===== src/rtl/scf_pkg.sv =====
// Package: shared defaults and the sequencer state type for the strip
// cluster finder. Assumes the strip count is a whole number of regions.
package scf_pkg;
    localparam int DEF_STRIPS  = 144;
    localparam int DEF_REG_W   = 12;
    localparam int DEF_MAX_CLU = 6;
    localparam int DEF_POS_W   = 8;
    localparam int DEF_WID_W   = 3;

    typedef enum logic [1:0] {
        SQ_IDLE = 2'd0,
        SQ_PEEL = 2'd1,
        SQ_EMIT = 2'd2
    } seq_state_e;
endpackage


===== src/rtl/scf_region.sv =====
// Region engine: on load, it forms begin and end mark vectors for one region,
// treating strips outside the region as empty. On each peel cycle it encodes
// the topmost begin and end marks, which belong to the same run, stores a
// centre/width record, and clears both marks.
// Assumes: load_i and peel_i are never high together.
module scf_region #(
    parameter int REG_W   = 12,
    parameter int MAX_CLU = 6,
    parameter int POS_W   = 8,
    parameter int WID_W   = 3,
    parameter int BASE    = 0,
    localparam int CNT_W  = $clog2(MAX_CLU + 1),
    localparam int REC_W  = POS_W + WID_W
) (
    input  logic                     clk,
    input  logic                     rst_n,
    input  logic                     load_i,
    input  logic                     peel_i,
    input  logic [REG_W-1:0]         bits_i,
    output logic [CNT_W-1:0]         cnt_o,
    output logic [MAX_CLU*REC_W-1:0] recs_o
);
    localparam int IDX_W   = $clog2(REG_W);
    localparam int WID_MAX = (1 << WID_W) - 1;

    logic [REG_W-1:0] beg_q, end_q;
    logic [IDX_W-1:0] beg_top, end_top;
    logic [CNT_W-1:0] cnt_q;
    logic [REC_W-1:0] rec_q [MAX_CLU];
    logic [IDX_W:0]   span_sum, span_len;
    logic [POS_W-1:0] center;
    logic [WID_W-1:0] width;

    // Priority encode the most significant remaining begin and end marks.
    always_comb begin
        beg_top = '0;
        end_top = '0;
        for (int i = 0; i < REG_W; i++) begin
            if (beg_q[i]) beg_top = IDX_W'(i);
            if (end_q[i]) end_top = IDX_W'(i);
        end
    end

    // Centre is the region base plus the rounded-down midpoint; width saturates.
    always_comb begin
        span_sum = {1'b0, beg_top} + {1'b0, end_top};
        span_len = {1'b0, end_top} - {1'b0, beg_top} + 1'b1;
        center   = POS_W'(BASE) + POS_W'(span_sum >> 1);
        width    = (span_len > (IDX_W+1)'(WID_MAX)) ? WID_W'(WID_MAX) : WID_W'(span_len);
    end

    // Mark capture on load, then one run peeled per clock into the next slot.
    always_ff @(posedge clk) begin
        if (!rst_n) begin
            beg_q <= '0;
            end_q <= '0;
            cnt_q <= '0;
            for (int k = 0; k < MAX_CLU; k++) rec_q[k] <= '0;
        end else if (load_i) begin
            beg_q <= bits_i & ~(bits_i << 1);
            end_q <= bits_i & ~(bits_i >> 1);
            cnt_q <= '0;
        end else if (peel_i && (beg_q != '0)) begin
            beg_q[beg_top] <= 1'b0;
            end_q[end_top] <= 1'b0;
            if (cnt_q < CNT_W'(MAX_CLU)) begin
                for (int k = 0; k < MAX_CLU; k++)
                    if (cnt_q == CNT_W'(k)) rec_q[k] <= {center, width};
                cnt_q <= cnt_q + 1'b1;
            end
        end
    end

    // Flatten the record slots for the merger.
    for (genvar k = 0; k < MAX_CLU; k++) begin : g_flat
        assign recs_o[k*REC_W +: REC_W] = rec_q[k];
    end
    assign cnt_o = cnt_q;

    AST_MARK_BALANCE: assert property (@(posedge clk) disable iff (!rst_n)
        $countones(beg_q) == $countones(end_q));
    AST_CNT_LIMIT: assert property (@(posedge clk) disable iff (!rst_n)
        cnt_q <= CNT_W'(MAX_CLU));
    AST_END_ABOVE_BEGIN: assert property (@(posedge clk) disable iff (!rst_n)
        (peel_i && beg_q != '0) |-> (end_top >= beg_top));
endmodule


===== src/rtl/scf_merge.sv =====
// Merger: it treats all region slots as one flat list ordered by region, then
// slot. Each emit cycle it sends the lowest filled, not-yet-served slot.
// Assumes: slot counts and records are stable while emit_i is high, and
// clear_i is raised together with the regions' load.
module scf_merge #(
    parameter int NUM_REG = 12,
    parameter int REG_W   = 12,
    parameter int MAX_CLU = 6,
    parameter int POS_W   = 8,
    parameter int WID_W   = 3,
    localparam int CNT_W  = $clog2(MAX_CLU + 1),
    localparam int REC_W  = POS_W + WID_W,
    localparam int SLOTS  = NUM_REG * MAX_CLU
) (
    input  logic                   clk,
    input  logic                   rst_n,
    input  logic                   clear_i,
    input  logic                   emit_i,
    input  logic [NUM_REG*CNT_W-1:0] cnt_i,
    input  logic [SLOTS*REC_W-1:0] recs_i,
    output logic                   valid_o,
    output logic [POS_W-1:0]       center_o,
    output logic [WID_W-1:0]       width_o,
    output logic                   empty_o
);
    localparam int SLOT_W = $clog2(SLOTS);

    logic [SLOTS-1:0]  filled, served_q, pending;
    logic [SLOT_W-1:0] pick;
    logic [REC_W-1:0]  pick_rec;

    // A slot is filled when its index is below its region's record count.
    for (genvar r = 0; r < NUM_REG; r++) begin : g_reg
        for (genvar k = 0; k < MAX_CLU; k++) begin : g_slot
            assign filled[r*MAX_CLU + k] = (cnt_i[r*CNT_W +: CNT_W] > CNT_W'(k));
        end
    end

    // Select the lowest pending slot.
    always_comb begin
        pending = filled & ~served_q;
        pick    = '0;
        for (int s = SLOTS - 1; s >= 0; s--)
            if (pending[s]) pick = SLOT_W'(s);
        pick_rec = recs_i[pick*REC_W +: REC_W];
    end
    assign empty_o = (pending == '0);

    // Register one record per emit cycle and mark its slot as served.
    always_ff @(posedge clk) begin
        if (!rst_n || clear_i) begin
            served_q <= '0;
            valid_o  <= 1'b0;
            center_o <= '0;
            width_o  <= '0;
        end else begin
            valid_o <= 1'b0;
            if (emit_i && !empty_o) begin
                valid_o        <= 1'b1;
                center_o       <= pick_rec[REC_W-1:WID_W];
                width_o        <= pick_rec[WID_W-1:0];
                served_q[pick] <= 1'b1;
            end
        end
    end

    AST_SERVED_FILLED: assert property (@(posedge clk) disable iff (!rst_n)
        (served_q & ~filled) == '0);
    AST_CENTER_RANGE: assert property (@(posedge clk) disable iff (!rst_n)
        valid_o |-> (center_o < POS_W'(NUM_REG * REG_W)));
endmodule


===== src/rtl/strip_cluster_finder.sv =====
// Top: it accepts a hit snapshot when idle, peels all regions in parallel for
// MAX_CLU cycles, then streams the stored records through the merger and
// pulses done after the last one.
// Assumes: STRIPS is a multiple of REG_W, and the absolute strip number fits POS_W.
module strip_cluster_finder
    import scf_pkg::*;
#(
    parameter int STRIPS  = DEF_STRIPS,
    parameter int REG_W   = DEF_REG_W,
    parameter int MAX_CLU = DEF_MAX_CLU,
    parameter int POS_W   = DEF_POS_W,
    parameter int WID_W   = DEF_WID_W
) (
    input  logic              clk,
    input  logic              rst_n,
    input  logic              start_i,
    input  logic [STRIPS-1:0] hits_i,
    output logic              clu_valid_o,
    output logic [POS_W-1:0]  clu_center_o,
    output logic [WID_W-1:0]  clu_width_o,
    output logic              done_o
);
    localparam int NUM_REG = STRIPS / REG_W;
    localparam int CNT_W   = $clog2(MAX_CLU + 1);
    localparam int REC_W   = POS_W + WID_W;
    localparam int PC_W    = $clog2(MAX_CLU) > 0 ? $clog2(MAX_CLU) : 1;

    seq_state_e state_q;
    logic [PC_W-1:0] pcnt_q;
    logic load, peel, emit, merge_empty, done_q;
    logic [NUM_REG*CNT_W-1:0]         cnt_all;
    logic [NUM_REG*MAX_CLU*REC_W-1:0] recs_all;

    assign load = (state_q == SQ_IDLE) && start_i;
    assign peel = (state_q == SQ_PEEL);
    assign emit = (state_q == SQ_EMIT);

    // Sequencer: idle -> fixed-length peel -> emit until the merger is empty.
    always_ff @(posedge clk) begin
        if (!rst_n) begin
            state_q <= SQ_IDLE;
            pcnt_q  <= '0;
            done_q  <= 1'b0;
        end else begin
            done_q <= 1'b0;
            case (state_q)
                SQ_IDLE: if (start_i) begin
                    state_q <= SQ_PEEL;
                    pcnt_q  <= '0;
                end
                SQ_PEEL: begin
                    pcnt_q <= pcnt_q + 1'b1;
                    if (pcnt_q == PC_W'(MAX_CLU - 1)) state_q <= SQ_EMIT;
                end
                SQ_EMIT: if (merge_empty) begin
                    done_q  <= 1'b1;
                    state_q <= SQ_IDLE;
                end
                default: state_q <= SQ_IDLE;
            endcase
        end
    end

    // One engine per region of strips.
    for (genvar g = 0; g < NUM_REG; g++) begin : g_region
        scf_region #(
            .REG_W(REG_W), .MAX_CLU(MAX_CLU), .POS_W(POS_W),
            .WID_W(WID_W), .BASE(g * REG_W)
        ) region_i (
            .clk    (clk),
            .rst_n  (rst_n),
            .load_i (load),
            .peel_i (peel),
            .bits_i (hits_i[g*REG_W +: REG_W]),
            .cnt_o  (cnt_all[g*CNT_W +: CNT_W]),
            .recs_o (recs_all[g*MAX_CLU*REC_W +: MAX_CLU*REC_W])
        );
    end

    scf_merge #(
        .NUM_REG(NUM_REG), .REG_W(REG_W), .MAX_CLU(MAX_CLU),
        .POS_W(POS_W), .WID_W(WID_W)
    ) merge_i (
        .clk      (clk),
        .rst_n    (rst_n),
        .clear_i  (load),
        .emit_i   (emit),
        .cnt_i    (cnt_all),
        .recs_i   (recs_all),
        .valid_o  (clu_valid_o),
        .center_o (clu_center_o),
        .width_o  (clu_width_o),
        .empty_o  (merge_empty)
    );

    assign done_o = done_q;

    AST_DONE_PULSE: assert property (@(posedge clk) disable iff (!rst_n)
        done_o |=> !done_o);
    AST_DONE_EXCL: assert property (@(posedge clk) disable iff (!rst_n)
        !(done_o && clu_valid_o));
    AST_WIDTH_NONZERO: assert property (@(posedge clk) disable iff (!rst_n)
        clu_valid_o |-> (clu_width_o != '0));
    AST_PEEL_HOLDS: assert property (@(posedge clk) disable iff (!rst_n)
        (peel && start_i) |=> (state_q != SQ_IDLE));
    AST_IDLE_QUIET: assert property (@(posedge clk) disable iff (!rst_n)
        (state_q == SQ_IDLE && !$past(emit)) |-> !clu_valid_o);
endmodule


===== config.mk =====
export PLATFORM = sky130hd
export DESIGN_NAME = strip_cluster_finder
export DESIGN_NICKNAME = d
export VERILOG_FILES = /design/src/rtl/scf_pkg.sv /design/src/rtl/scf_region.sv /design/src/rtl/scf_merge.sv /design/src/rtl/strip_cluster_finder.sv
export SDC_FILE = /design/constraint.sdc
export NUM_CORES = 2
export LEC_CHECK = 0
export ABC_AREA = 1
export BUFFER_PORTS_ARGS = -buffer_cell sky130_fd_sc_hd__buf_2
export CAP_MARGIN = 20
export CORE_ASPECT_RATIO = 1.2
export CORE_MARGIN = 2
export CORE_UTILIZATION = 63
export CTS_CLUSTER_DIAMETER = 120
export CTS_CLUSTER_SIZE = 12
export DETAILED_ROUTE_END_ITERATION = 8
export PLACE_DENSITY = 0.81
export SLEW_MARGIN = 20
export SYNTH_ARGS = -nofsm -noshare
export SYNTH_HDL_FRONTEND = slang
export SYNTH_SLANG_ARGS = --single-unit

===== constraint.sdc =====
create_clock -name clk -period 7.15 [get_ports clk]
set_input_delay 0.715 -clock clk [delete_from_list [all_inputs] [get_ports clk]]
set_output_delay 0.715 -clock clk [all_outputs]
set_load 0.02 [all_outputs]

==> impl_metrics.toml <==
[yosys]
synth_common_cells = "1266 x nor2_1, 1230 x nand2_1, 587 x inv_1, 577 x edfxtp_1, 497 x nand3_1"
synth_area_leaders = "edfxtp_1 32%, dfxtp_1 16%, nor2_1 8.8%"
yosysSeqAreaShare_pct = 48.5
synth_cell_types = 48
syn_area_mm2 = 0.0538
postSynthAreaPerCell_um2 = 8.00
yosysTopAreaCellShare_pct = 32.2
syn_inst = 6717
synth-edff-count = 577
syn_nets = 7079
ys_async_sr_fraction_pct = 0
synthFlopType = "edfxtp_1"
yosysMostFrequentCell = "nor2_1"
yosysWarnings = 0
synth_top_area_cell = "edfxtp_1"
ys_ff_latch = 1014

[clocking]
cts_buffers = 94
root_buffer = "clkbuf_16"
cts_htree_levels = 3
path_clk_slew_ps = 70
cts_tree = "built"
cts_hold_buf = 0
cts.path.max_buffers = 3
clock_latency_ps = 700
cts_sinks = 1014

[floorplanning]
floorplan.initialDensity_pct = 63.4
dieArea_mm2 = 0.0877
ios = 160
rows = 117
fp.dieW_um = 271
core_area_mm2 = 0.0848
die_h_um = 324

[detailed_routing]
ant_nets = 0
drc = 0
drtIter0Drc = 6956
vias = 50400
routedWlPerCell_um = 21.5
viasPerCell = 6.32
drt-total-wl_um = 171000
drtPass1Iterations = 7

[sta]
clock.fmax_mhz = 155
hold_violations = 0
max_slew.worst_pin.slew_ps = 1290
setup_viol = 0
clock_skew_ps = 31.0
period_share_pct = 90.5
max-slew-margin-rel_pct = 13.4
slew_violations = 0
final.min_clock_period_ps = 6470

[grt]
grt_max_degree = 170
grt_pass1_vias = 46900
groute.usage.overall_pct = 37.7
grt_pass1_wl_um = 259000
overflow = 0
antenna_found_initial = 5

[layout]
design_area_mm2 = 0.0588
drive_gt1_share_pct = 6.90
area_growth_pct = 9.32
fill_cells = 6809
fin_nets = 7147

[worst_setup_path]
crit_top_cell = "nand2_1"
cpLargestDelayFamily = "simple AND/OR/NAND/NOR gates"
worstSetupEndpointType = "register"
crit_required_ps = 7740
cpMaxStageDelayCell = "dfxtp_1"
worstPathBufferInverterCount = 6
cp_max_fo = 10
critPathLaunchType = "register"
critical_path_class = "reg -> reg"
slowest_delay_ps = 430
arrival_ps = 7060

[hold_path]
hold_path.class = "in -> reg"

[place]
gp_congestion = 1.00
place_area_mm2 = 0.0557
dp_hpwl_um = 119000
port-buffer-count = 159

[flow_run]
maxCapViolations = 0

[status]
outcome = "complete, no violations"
state kept, by name, indices dropped and copies added (netlist names):
register,flops
state_q,2
pcnt_q,3
g_region.region_i.cnt_o,36
merge_i.valid_o,1
g_region.region_i.end_q,132
merge_i.center_o,8
g_region.region_i.rec_q,612
merge_i.width_o,3
g_region.region_i.beg_q,144
done_o,1
merge_i.served_q,72
worst paths after layout:
path	startpoint	endpoint	slack, ps	cells after the start
setup / recovery	g_region[10].region_i.cnt_o[1]$_SDFFE_PP0P_	merge_i.center_o[4]$_SDFFE_PP0P_	680	83
hold / removal	hits_i[71]	g_region[5].region_i.end_q[11]$_SDFFE_PN0P_	290	3
setup reg to reg	g_region[10].region_i.cnt_o[1]$_SDFFE_PP0P_	merge_i.center_o[4]$_SDFFE_PP0P_	680	83
hold reg to reg	merge_i.served_q[60]$_SDFFE_PP0P_	merge_i.served_q[60]$_SDFFE_PP0P_	450	2
stage by stage:
step | util [%] | setup slack, ps | std cells | setup TNS [ps] | hold slack, ps
2_1_floorplan | - | 2150 | 6717 | 0 | 423
3_3_place_gp | 65.7 | 559 | 7799 | 0 | 435
3_5_place_dp | 65.7 | 597 | 7799 | 0 | 440
4_1_cts | 68.9 | 556 | 7963 | 0 | 266
5_1_grt | 69.3 | -49.7 | 7983 | -179 | 318
6_report | 69.3 | 679 | 7984 | 0 | 292
worst register-to-register path: cells and delay by family (launching register included):
family / cells / cell delay [ps]
buf+inv: 6 / 760
simple gates: 76 / 5020
fa+ha+maj: 1 / 230
flops: 1 / 430
layout by cell type (no fill, tap or decap), drive strengths merged, types with 158 or more instances in the layout:
master | synthesis | final
nand4 | 190 | 190
dfxtp | 437 | 437
a21oi | 472 | 472
inv | 599 | 601
nand2 | 1233 | 1234
nand3 | 497 | 497
ha | 191 | 191
buf | 82 | 261
clkbuf | 211 | 159
nor2 | 1266 | 1266
a32oi | 158 | 158
edfxtp | 577 | 577
o21ai | 386 | 386
cells by family (layout without fill, tap and decap cells):
logic type / Yosys count / in the layout / synth area share, %
simple gates: 3362 / 3363 / 26.2
compound gates: 1192 / 1192 / 12.9
flops: 1014 / 1014 / 48.5
buf+inv: 897 / 1032 / 6.47
fa+ha+maj: 215 / 215 / 5.34
xor+xnor: 37 / 37 / 0.603
other cells: 0 / 1 / 0
cell type report:
class	count	area, um^2	share of cell area, %
clock inverter	8	104	0.177
multi-input combinational	4807	24400	41.6
clock buffer	156	2580	4.40
tap	1130	1410	2.41
antenna	1	2.50	0.00426
timing repair buffer	264	1870	3.18
sequential	1014	26100	44.4
inverter	604	2290	3.89
repair_timing:
action	CTS	global route
buffers inserted	0	16
endpoints found under the setup margin	0	11
resized for setup	0	37
layer usage:
layer	wire length, um	track usage (%)	up-vias
li1	-	-	23100
met1	62500	48.3	23600
met2	77300	60.3	3164
met3	22200	9.33	581
met4	9350	18.4	6
met5	32	0	-
Power is left out: the tool's default activity adds up to more than one toggle a clock period on the data nets, which glitch-free logic cannot reach.
